==> config.mk <==
export PLATFORM = sky130hd
export DESIGN_NAME = uart_cfg_defer
export DESIGN_NICKNAME = d
export VERILOG_FILES = /design/src/rtl/uart_cfg_pkg.sv /design/src/rtl/cfg_shadow.sv /design/src/rtl/cfg_live.sv /design/src/rtl/uart_cfg_defer.sv
export SDC_FILE = /design/constraint.sdc
export NUM_CORES = 1
export LEC_CHECK = 0
export BUFFER_PORTS_ARGS = -buffer_cell sky130_fd_sc_hd__buf_4
export CORE_ASPECT_RATIO = 0.9
export CORE_UTILIZATION = 32
export DETAILED_ROUTE_END_ITERATION = 6
export SYNTH_ARGS = -nofsm -noshare
export SYNTH_HDL_FRONTEND = slang
export SYNTH_SLANG_ARGS = --single-unit
==> constraint.sdc <==
create_clock -name clk_i -period 2.35 [get_ports clk_i]
set_clock_uncertainty 0.2 [all_clocks]
set_input_delay 0.1175 -clock clk_i [delete_from_list [all_inputs] [get_ports clk_i]]
set_output_delay 0.1175 -clock clk_i [all_outputs]
set_load 0.1 [all_outputs]
==> src/rtl/uart_cfg_pkg.sv <==
package uart_cfg_pkg;
  localparam int REG_W    = 8;
  localparam int BRK_BIT  = 6;
  localparam int LEN_LSB  = 0;
  localparam int STOP_BIT = 2;
  localparam int PAR_EN   = 3;
  localparam int PAR_ODD  = 4;
endpackage

==> src/rtl/cfg_shadow.sv <==
module cfg_shadow #(
  parameter int          DATA_W   = 8,
  parameter int          DIV_W    = 10,
  parameter int          BRK_POS  = 6,
  parameter [DATA_W-1:0] MODE_RST = '0,
  parameter [DATA_W-1:0] PORT_RST = '0,
  parameter [DATA_W-1:0] FMT_RST  = '0,
  parameter [DIV_W-1:0]  DIV_RST  = '0
) (
  input  logic              clk_i,
  input  logic              rst_ni,
  input  logic              mode_we_i,
  input  logic [DATA_W-1:0] mode_wdata_i,
  input  logic              port_we_i,
  input  logic [DATA_W-1:0] port_wdata_i,
  input  logic              fmt_we_i,
  input  logic [DATA_W-1:0] fmt_wdata_i,
  input  logic              brk_we_i,
  input  logic              brk_val_i,
  input  logic              div_we_i,
  input  logic [DIV_W-1:0]  div_wdata_i,
  input  logic              commit_i,
  output logic [DATA_W-1:0] sh_mode_o,
  output logic [DATA_W-1:0] sh_port_o,
  output logic [DATA_W-1:0] sh_fmt_o,
  output logic [DIV_W-1:0]  sh_div_o,
  output logic              pending_o
);
  logic [DATA_W-1:0] fmt_d;
  logic              any_we;

  assign any_we = mode_we_i | port_we_i | fmt_we_i | brk_we_i | div_we_i;

  // break bit merges over a full format write
  always_comb begin
    fmt_d = sh_fmt_o;
    if (fmt_we_i) fmt_d = fmt_wdata_i;
    if (brk_we_i) fmt_d[BRK_POS] = brk_val_i;
  end

  always_ff @(posedge clk_i or negedge rst_ni) begin
    if (!rst_ni) begin
      sh_mode_o <= MODE_RST;
      sh_port_o <= PORT_RST;
      sh_fmt_o  <= FMT_RST;
      sh_div_o  <= DIV_RST;
      pending_o <= 1'b0;
    end else begin
      if (mode_we_i) sh_mode_o <= mode_wdata_i;
      if (port_we_i) sh_port_o <= port_wdata_i;
      if (div_we_i)  sh_div_o  <= div_wdata_i;
      sh_fmt_o <= fmt_d;
      // a write on the commit edge wins: stays pending
      if (any_we)        pending_o <= 1'b1;
      else if (commit_i) pending_o <= 1'b0;
    end
  end
endmodule

==> src/rtl/cfg_live.sv <==
module cfg_live #(
  parameter int          DATA_W   = 8,
  parameter int          DIV_W    = 10,
  parameter [DATA_W-1:0] MODE_RST = '0,
  parameter [DATA_W-1:0] PORT_RST = '0,
  parameter [DATA_W-1:0] FMT_RST  = '0,
  parameter [DIV_W-1:0]  DIV_RST  = '0,
  parameter [DATA_W-1:0] AUX_RST  = '0
) (
  input  logic              clk_i,
  input  logic              rst_ni,
  input  logic              commit_i,
  input  logic [DATA_W-1:0] sh_mode_i,
  input  logic [DATA_W-1:0] sh_port_i,
  input  logic [DATA_W-1:0] sh_fmt_i,
  input  logic [DIV_W-1:0]  sh_div_i,
  input  logic              aux_we_i,
  input  logic [DATA_W-1:0] aux_wdata_i,
  output logic [DATA_W-1:0] mode_o,
  output logic [DATA_W-1:0] port_o,
  output logic [DATA_W-1:0] fmt_o,
  output logic [DATA_W-1:0] div_lo_o,
  output logic [DATA_W-1:0] aux_o
);
  localparam int HI_W = DIV_W - DATA_W;
  localparam int LO_W = DATA_W - HI_W;

  logic [HI_W-1:0] aux_hi;
  logic [LO_W-1:0] aux_lo;

  always_ff @(posedge clk_i or negedge rst_ni) begin
    if (!rst_ni) begin
      mode_o   <= MODE_RST;
      port_o   <= PORT_RST;
      fmt_o    <= FMT_RST;
      div_lo_o <= DIV_RST[DATA_W-1:0];
      aux_hi   <= DIV_RST[DIV_W-1:DATA_W];
    end else if (commit_i) begin
      mode_o   <= sh_mode_i;
      port_o   <= sh_port_i;
      fmt_o    <= sh_fmt_i;
      div_lo_o <= sh_div_i[DATA_W-1:0];
      aux_hi   <= sh_div_i[DIV_W-1:DATA_W];
    end
  end

  // host-owned low bits of aux are not deferred
  always_ff @(posedge clk_i or negedge rst_ni) begin
    if (!rst_ni)       aux_lo <= AUX_RST[LO_W-1:0];
    else if (aux_we_i) aux_lo <= aux_wdata_i[LO_W-1:0];
  end

  assign aux_o = {aux_hi, aux_lo};
endmodule

==> src/rtl/uart_cfg_defer.sv <==
module uart_cfg_defer
  import uart_cfg_pkg::*;
#(
  parameter int         DIV_W    = 10,
  parameter [REG_W-1:0] MODE_RST = 8'h0C,
  parameter [REG_W-1:0] PORT_RST = 8'hFF,
  parameter [REG_W-1:0] FMT_RST  = 8'h03,
  parameter [DIV_W-1:0] DIV_RST  = 10'h12F,
  parameter [REG_W-1:0] AUX_RST  = 8'h05
) (
  input  logic             clk_i,
  input  logic             rst_ni,
  input  logic             mode_we_i,
  input  logic [REG_W-1:0] mode_wdata_i,
  input  logic             port_we_i,
  input  logic [REG_W-1:0] port_wdata_i,
  input  logic             fmt_we_i,
  input  logic [REG_W-1:0] fmt_wdata_i,
  input  logic             brk_we_i,
  input  logic             brk_val_i,
  input  logic             div_we_i,
  input  logic [DIV_W-1:0] div_wdata_i,
  input  logic             aux_we_i,
  input  logic [REG_W-1:0] aux_wdata_i,
  input  logic             tx_idle_i,
  output logic [REG_W-1:0] mode_o,
  output logic [REG_W-1:0] port_o,
  output logic [REG_W-1:0] fmt_o,
  output logic [REG_W-1:0] div_lo_o,
  output logic [REG_W-1:0] aux_o,
  output logic             pending_o
);
  logic [REG_W-1:0] sh_mode, sh_port, sh_fmt;
  logic [DIV_W-1:0] sh_div;
  logic             commit;

  assign commit = pending_o & tx_idle_i;

  cfg_shadow #(
    .DATA_W(REG_W), .DIV_W(DIV_W), .BRK_POS(BRK_BIT),
    .MODE_RST(MODE_RST), .PORT_RST(PORT_RST), .FMT_RST(FMT_RST), .DIV_RST(DIV_RST)
  ) i_shadow (
    .clk_i(clk_i), .rst_ni(rst_ni),
    .mode_we_i(mode_we_i), .mode_wdata_i(mode_wdata_i),
    .port_we_i(port_we_i), .port_wdata_i(port_wdata_i),
    .fmt_we_i(fmt_we_i),   .fmt_wdata_i(fmt_wdata_i),
    .brk_we_i(brk_we_i),   .brk_val_i(brk_val_i),
    .div_we_i(div_we_i),   .div_wdata_i(div_wdata_i),
    .commit_i(commit),
    .sh_mode_o(sh_mode), .sh_port_o(sh_port), .sh_fmt_o(sh_fmt), .sh_div_o(sh_div),
    .pending_o(pending_o)
  );

  cfg_live #(
    .DATA_W(REG_W), .DIV_W(DIV_W),
    .MODE_RST(MODE_RST), .PORT_RST(PORT_RST), .FMT_RST(FMT_RST),
    .DIV_RST(DIV_RST), .AUX_RST(AUX_RST)
  ) i_live (
    .clk_i(clk_i), .rst_ni(rst_ni), .commit_i(commit),
    .sh_mode_i(sh_mode), .sh_port_i(sh_port), .sh_fmt_i(sh_fmt), .sh_div_i(sh_div),
    .aux_we_i(aux_we_i), .aux_wdata_i(aux_wdata_i),
    .mode_o(mode_o), .port_o(port_o), .fmt_o(fmt_o), .div_lo_o(div_lo_o), .aux_o(aux_o)
  );
endmodule

==> impl_metrics.tcl, run 1 <==
set metrics [dict create \
    ys.warnings.count 0 \
    clk-insertion-delay-late_ps 330 \
    swShare 0.357 \
    initial_core_util 0.338 \
    grt_pass1_vias 2141 \
    cts_sinks 75 \
    synth_area_leaders "dfstp_2, dfrtp_1, mux2_2, mux2_4, buf_6" \
    max_stage_delay_ps 550 \
    cellPowerDensity_nw_per_um2 862 \
    synth.avg_cell_area_um2 18.1 \
    drv_slew 0 \
    synth_cell_type_count 14 \
    yosys.area_share.simple 0.0106 \
    utilization 0.548 \
    hold_class "in2async" \
    post_drt_wl_per_cell_um 13.6 \
    period_minus_slack_ps 1610 \
    place_congestion 0.673 \
    drt-total-wl_um 6360 \
    ctsResizeCount 0 \
    nets 394 \
    seq_area_frac_synth 0.649 \
    worst_setup_path_start_kind "input port" \
    cts_buffers 9 \
    grt_max_degree 76 \
    synth_top_area_cell "dfstp_2" \
    die_h_um 93.3 \
    cp_top_family "buffers and inverters" \
    drt-initial-drc-count 17 \
    intPower_mw 2.66 \
    syn_inst 164 \
    n_antenna_cell 0 \
    worstPathCellList "dlygate4sd3_1 -> buf_4 -> nand2_2 -> buf_4 -> mux2_2" \
    crit_top_cell "buf_4" \
    via_count 1974 \
    p_leak_nw 2.17 \
    synth_top_area_share 0.337 \
    antenna_found_initial 0 \
    seqCellArea_um2 1920 \
    cp.buffers_inverters 3 \
    peakVddDrop_v 0.000424 \
    dr.pass1.iters 3 \
    core_um2 8770 \
    multi_input_area_um2 981 \
    p_seq_frac 0.386 \
    drv_cap 0 \
    p_sw_mw 1.48 \
    max_slew.worst_pin.slew_ps 938 \
    grt_first_pass_wirelength_um 10100 \
    port_buffers 90 \
    clk_path_buf_depth 2 \
    rows 32 \
    hold_ws_ps 280 \
    critPathKind "in2reg" \
    p_comb_frac 0.347 \
    synth_nets 216 \
    ios 93 \
    fp.dieW_um 103 \
    cts_tree "done" \
    hpwl_um 3600 \
    pwr-share-clk 0.267 \
    cts-root-buf "clkbuf_8" \
    rsz0062_at_grt "no" \
    clk_pin_slew_ps 80 \
    fin_ws_ps 741 \
    fillers 732 \
    synth_xor_area_frac 0 \
    crit_path_end_kind "flop" \
    netlist_area_um2 2960 \
    h-tree-depth 3 \
    cp_slowest_cell "dlygate4sd3_1" \
    synth_compound_area_frac 0.00169 \
    ys_ff_latch 75 \
    synth_adder_area_share 0 \
    period_share 0.685 \
    drc 0 \
    fmax_ghz 0.621 \
    crit_arrival_ps 1630 \
    setup_viol 0 \
    crit_fanout 20 \
    drive_above_1_share 0.631 \
    synthMuxAreaShare 0.319 \
    fin_tns_setup_ps 0 \
    synth_top_family_by_area "multiplexers" \
    overflow 0 \
    preCtsSetupSlack_ps 790 \
    worst_ep_required_time_ps 2370 \
    antenna_left 0 \
    via_per_inst 4.24 \
    hold_viol_final 0 \
    slew_headroom 0.375 \
    syn2layout_area_growth_pct 62.1 \
    power_mw 4.14 \
    grt_use_total 0.141 \
    outcome "complete, no violations" \
    layout_commonest_cell "buf_4" \
    die-area_um2 9650 \
    final_cell_mix "buf_4, dlygate4sd3_1, mux2_2" \
]
area by class of cell:
class / instances / area share
Sequential cell: 75 / 0.401
Timing Repair Buffer: 175 / 0.317
Multi-Input combinational cell: 81 / 0.204
Clock buffer: 12 / 0.0323
Tap cell: 119 / 0.0310
Clock inverter: 4 / 0.0151
stage by stage:
step	std cells	area (um^2)
global placement	367	3740
CTS	466	4800
global route	466	4800
detailed placement	367	3740
finish	466	4800
floorplan	164	2960
worst reg2reg max path: cells and delay by family (launching register included):
| kind | cells | cell delay [ps] |
|---|---|---|
| mux | 1 | 400 |
| buf+inv | 1 | 360 |
| simple gates | 1 | 70 |
| flops | 1 | 410 |
layer usage:
| metal | GRT usage | wire length, um |
|---|---|---|
| met5 | 0 | 0 |
| met4 | 0.0352 | 61 |
| met3 | 0.0508 | 376 |
| met2 | 0.243 | 3170 |
| met1 | 0.165 | 2740 |
flip-flops by register name, indices dropped and copies added, names as in the netlist:
register,flops
i_live.port_o,8
i_shadow.sh_mode_o,8
i_shadow.pending_o,1
i_shadow.sh_fmt_o,8
i_shadow.sh_div_o,10
i_live.mode_o,8
i_live.fmt_o,8
i_live.aux_hi,2
i_live.div_lo_o,8
i_live.aux_lo,6
i_shadow.sh_port_o,8
cells in the mapped netlist:
cell	instances
mux2i_1	1
dfstp_2	38
o21ai_0	1
or2b_1	1
nand2_2	1
nand2_1	1
buf_6	3
nand3_1	1
nor2_1	1
dfrtp_1	37
buf_2	5
nor3_1	1
mux2_4	30
mux2_2	43
kinds of logic after synthesis:
family,Yosys count
DFF,75
muxes,74
buffers and inverters,8
and+or+nand+nor,6
AOI/OAI and AO/OA,1
power by group through the flow:
stage	sequential [mW]	clock (mW)	combinational [mW]
floorplan	2.37	0	0.245
global placement	1.61	0	1.28
detailed placement	1.62	0	1.29
CTS	1.60	1.16	1.44
global route	1.62	1.22	1.49
finish	1.60	1.11	1.44
worst paths after layout:
path,start,to,slack (ps),cells past startpoint
max reg2reg,i_shadow.pending_o$_DFFE_PN0P_,i_live.fmt_o[7]$_DFFE_PN0P_,800,3
min in group clk_i,i_shadow.sh_fmt_o[2]$_DFFE_PN0P_,i_live.fmt_o[2]$_DFFE_PN0P_,300,1
min reg2reg,i_shadow.sh_fmt_o[2]$_DFFE_PN0P_,i_live.fmt_o[2]$_DFFE_PN0P_,300,1
max in group asynchronous,rst_ni,i_live.fmt_o[7]$_DFFE_PN0P_,1080,2
max,tx_idle_i,i_live.fmt_o[7]$_DFFE_PN0P_,740,5
min,rst_ni,i_live.div_lo_o[6]$_DFFE_PN0P_,280,2
timing repair:
item | in CTS | in global routing
hold buffers | 83 | 0
endpoints found under the hold margin | 78 | 0
buffers inserted | 0 | 0
Power figures use the tool's default switching activity.
==> run 2: changes to the inputs <==
ABC_AREA = 1   (was not set)
clock period = 1.3 ns   (was 2.35 ns; I/O delays follow)
==> run 2 against run 1 <==
Against the previous run:
- clock-buffer cell count increased by 2
- die area decreased by 2.8%
- non-clock buffer count decreased by 29
- first-iteration DRC count increased by 110%
- the run now ends with hold timing, setup timing left
- worst setup slack got worse by 840 ps
==> impl_metrics.tcl, run 2 <==
set metrics [dict create \
    outcome "finished, violations left" \
    failed_checks "hold timing, setup timing" \
    synth.avg_cell_area_um2 9.97 \
    synth_nets 341 \
    synth_top_area_share 0.347 \
    p_leak_nw 2.19 \
    hold_ws_ps -29.5 \
    max_stage_delay_ps 630 \
    grt_max_degree 29 \
    drt-initial-drc-count 35 \
    crit_fanout 2 \
    fin_ws_ps -98.8 \
    async_reset_ff_frac 1.00 \
    fin_tns_setup_ps -799 \
    peakVddDrop_v 0.000673 \
    cts_tree "done" \
    via_count 2348 \
    hpwl_um 4070 \
    ys_ff_latch 75 \
    setup_viol 20 \
    synth_top_area_cell "dfstp_2" \
    cp.buffers_inverters 1 \
    worst_ep_required_time_ps 1030 \
    synthTopCellsByCount "nand2_1, inv_1, o21ai_0" \
    rsz0062_at_grt "yes" \
    layout_commonest_cell "nand2_1" \
    cts_sinks 75 \
    antenna_left 0 \
    port_buffers 90 \
    top_register "i_shadow.sh_div_o" \
    synthFlopType "dfstp_2" \
    period_minus_slack_ps 1400 \
    synth_area_leaders "dfstp_2, dfrtp_1, nand2_1, o21ai_0, inv_1" \
    clk-insertion-delay-late_ps 330 \
    hold_class "in2async" \
    fp.dieW_um 102 \
    fmax_ghz 0.715 \
    via_per_inst 4.22 \
    ios 93 \
    antenna_found_initial 0 \
    drv_slew 0 \
    worst_setup_path_start_kind "flop" \
    yosysMostFrequentCell "nand2_1" \
    ctsHoldBuffers 49 \
    grt_use_total 0.155 \
    netlist_area_um2 2880 \
    initial_core_util 0.333 \
    post_drt_wl_per_cell_um 11.8 \
    cts-root-buf "clkbuf_8" \
    clk_pin_slew_ps 70 \
    syn2layout_area_growth_pct 63.3 \
    cp_slowest_cell "dfstp_4" \
    synth_cell_type_count 15 \
    syn_inst 289 \
    worstPathCellList "buf_12" \
    dr.pass1.iters 4 \
    cts_buffers 9 \
    power_mw 6.54 \
    fillers 814 \
    overflow 0 \
    ys.warnings.count 0 \
    cellPowerDensity_nw_per_um2 1390 \
    max_slew.worst_pin.slew_ps 315 \
    rows 32 \
    die_h_um 92.0 \
    h-tree-depth 3 \
    critPathKind "reg2out" \
    drv_cap 0 \
    grt_first_pass_wirelength_um 11100 \
    grt_pass1_vias 2445 \
    seq_area_frac_synth 0.668 \
    clk_path_buf_depth 2 \
    hold_viol_final 10 \
    core_um2 8650 \
    crit_arrival_ps 1130 \
    drive_above_1_share 0.377 \
    slew_headroom 0.790 \
    largest_reg_flops 10 \
    die-area_um2 9380 \
    final_cell_mix "nand2_1, buf_4, dlygate4sd3_1" \
    period_share 1.08 \
    place_congestion 0.706 \
    crit_path_end_kind "output pin" \
    n_antenna_cell 0 \
    synth-edff-count 0 \
    drt-total-wl_um 6580 \
    nets 485 \
    drc 0 \
    cp_top_family "flip-flops" \
]
-- run 2: cell types whose count changed in the layout (fill, tap and decap cells not counted), moves of 11 or more --
cell / delta
dlygate4sd3_1: -34
dfrtp_1: -12
buf_12: +26
o21ai_1: +26
o21ai_0: +41
mux2_2: -43
mux2_4: -30
inv_1: +44
buf_4: -25
dfrtp_2: +11
nand2_1: +77
-- run 2: final timing paths --
path / from / endpoint / slack, ps / cells past startpoint
min reg2reg: i_shadow.sh_div_o[2]$_DFFE_PN1P_ / i_live.div_lo_o[2]$_DFFE_PN1P_ / 280 / 2
min: rst_ni / i_shadow.sh_mode_o[6]$_DFFE_PN0P_ / -30 / 2
min in group clk_i: i_shadow.sh_div_o[2]$_DFFE_PN1P_ / i_live.div_lo_o[2]$_DFFE_PN1P_ / 280 / 2
max in group asynchronous: rst_ni / i_shadow.sh_port_o[6]$_DFFE_PN1P_ / 390 / 3
max: i_live.aux_lo[0]$_DFFE_PN1P_ / aux_o[0] / -100 / 1
max reg2reg: i_shadow.pending_o$_DFFE_PN0P_ / i_live.div_lo_o[0]$_DFFE_PN1P_ / 70 / 4
-- run 2: report_power, final --
part / total, mW / switching, mW / internal (mW)
logic: 2.13 / 1.43 / 0.706
clock network: 1.58 / 0.781 / 0.795
registers: 2.83 / 0.154 / 2.67
total: 6.54 / 2.36 / 4.17
-- run 2: repair_timing --
item | 4_1_cts | 5_1_grt
buffers inserted | 1 | 0
endpoints found under the setup margin | 21 | 25
endpoints found under the hold margin | 136 | 9
resized for setup | 63 | 4
gates cloned | 0 | 0
-- run 2: cell families (layout without fill, tap and decap cells) --
logic type             Yosys count  after routing  share of synthesized area
AOI/OAI and AO/OA               73             73                      0.132
buffers and inverters           57            206                     0.0877
DFF                             75             75                      0.668
and+or+nand+nor                 84             84                      0.112
-- run 2: layout make-up --
type | instances | area, um^2 | area share
clock buffer | 14 | 163 | 0.0346
clock inverter | 2 | 10.0 | 0.00213
inverter | 44 | 165 | 0.0351
multi-input combinational | 157 | 708 | 0.151
sequential | 75 | 1950 | 0.414
tap | 119 | 149 | 0.0317
timing repair buffer | 146 | 1560 | 0.331
-- run 2: metrics by stage --
stage	setup WS (ps)	hold WS, ps	utilization	area, um^2	std cells
after floorplan	-114	-431	-	2910	289
after global placement	114	-217	0.434	3750	491
after detailed placement	90.8	-216	0.434	3750	491
after CTS	-125	-49.4	0.542	4690	557
after global routing	-136	-12.2	0.544	4700	557
final	-98.8	-29.5	0.544	4700	557
-- run 2: routing by layer --
layer	vias to the layer above	global-route usage	routed length (um)
met2	58	0.271	3410
met3	8	0.0450	302
met5	-	0	0
met1	1097	0.179	2790
li1	1185	-	-
met4	0	0.0536	80
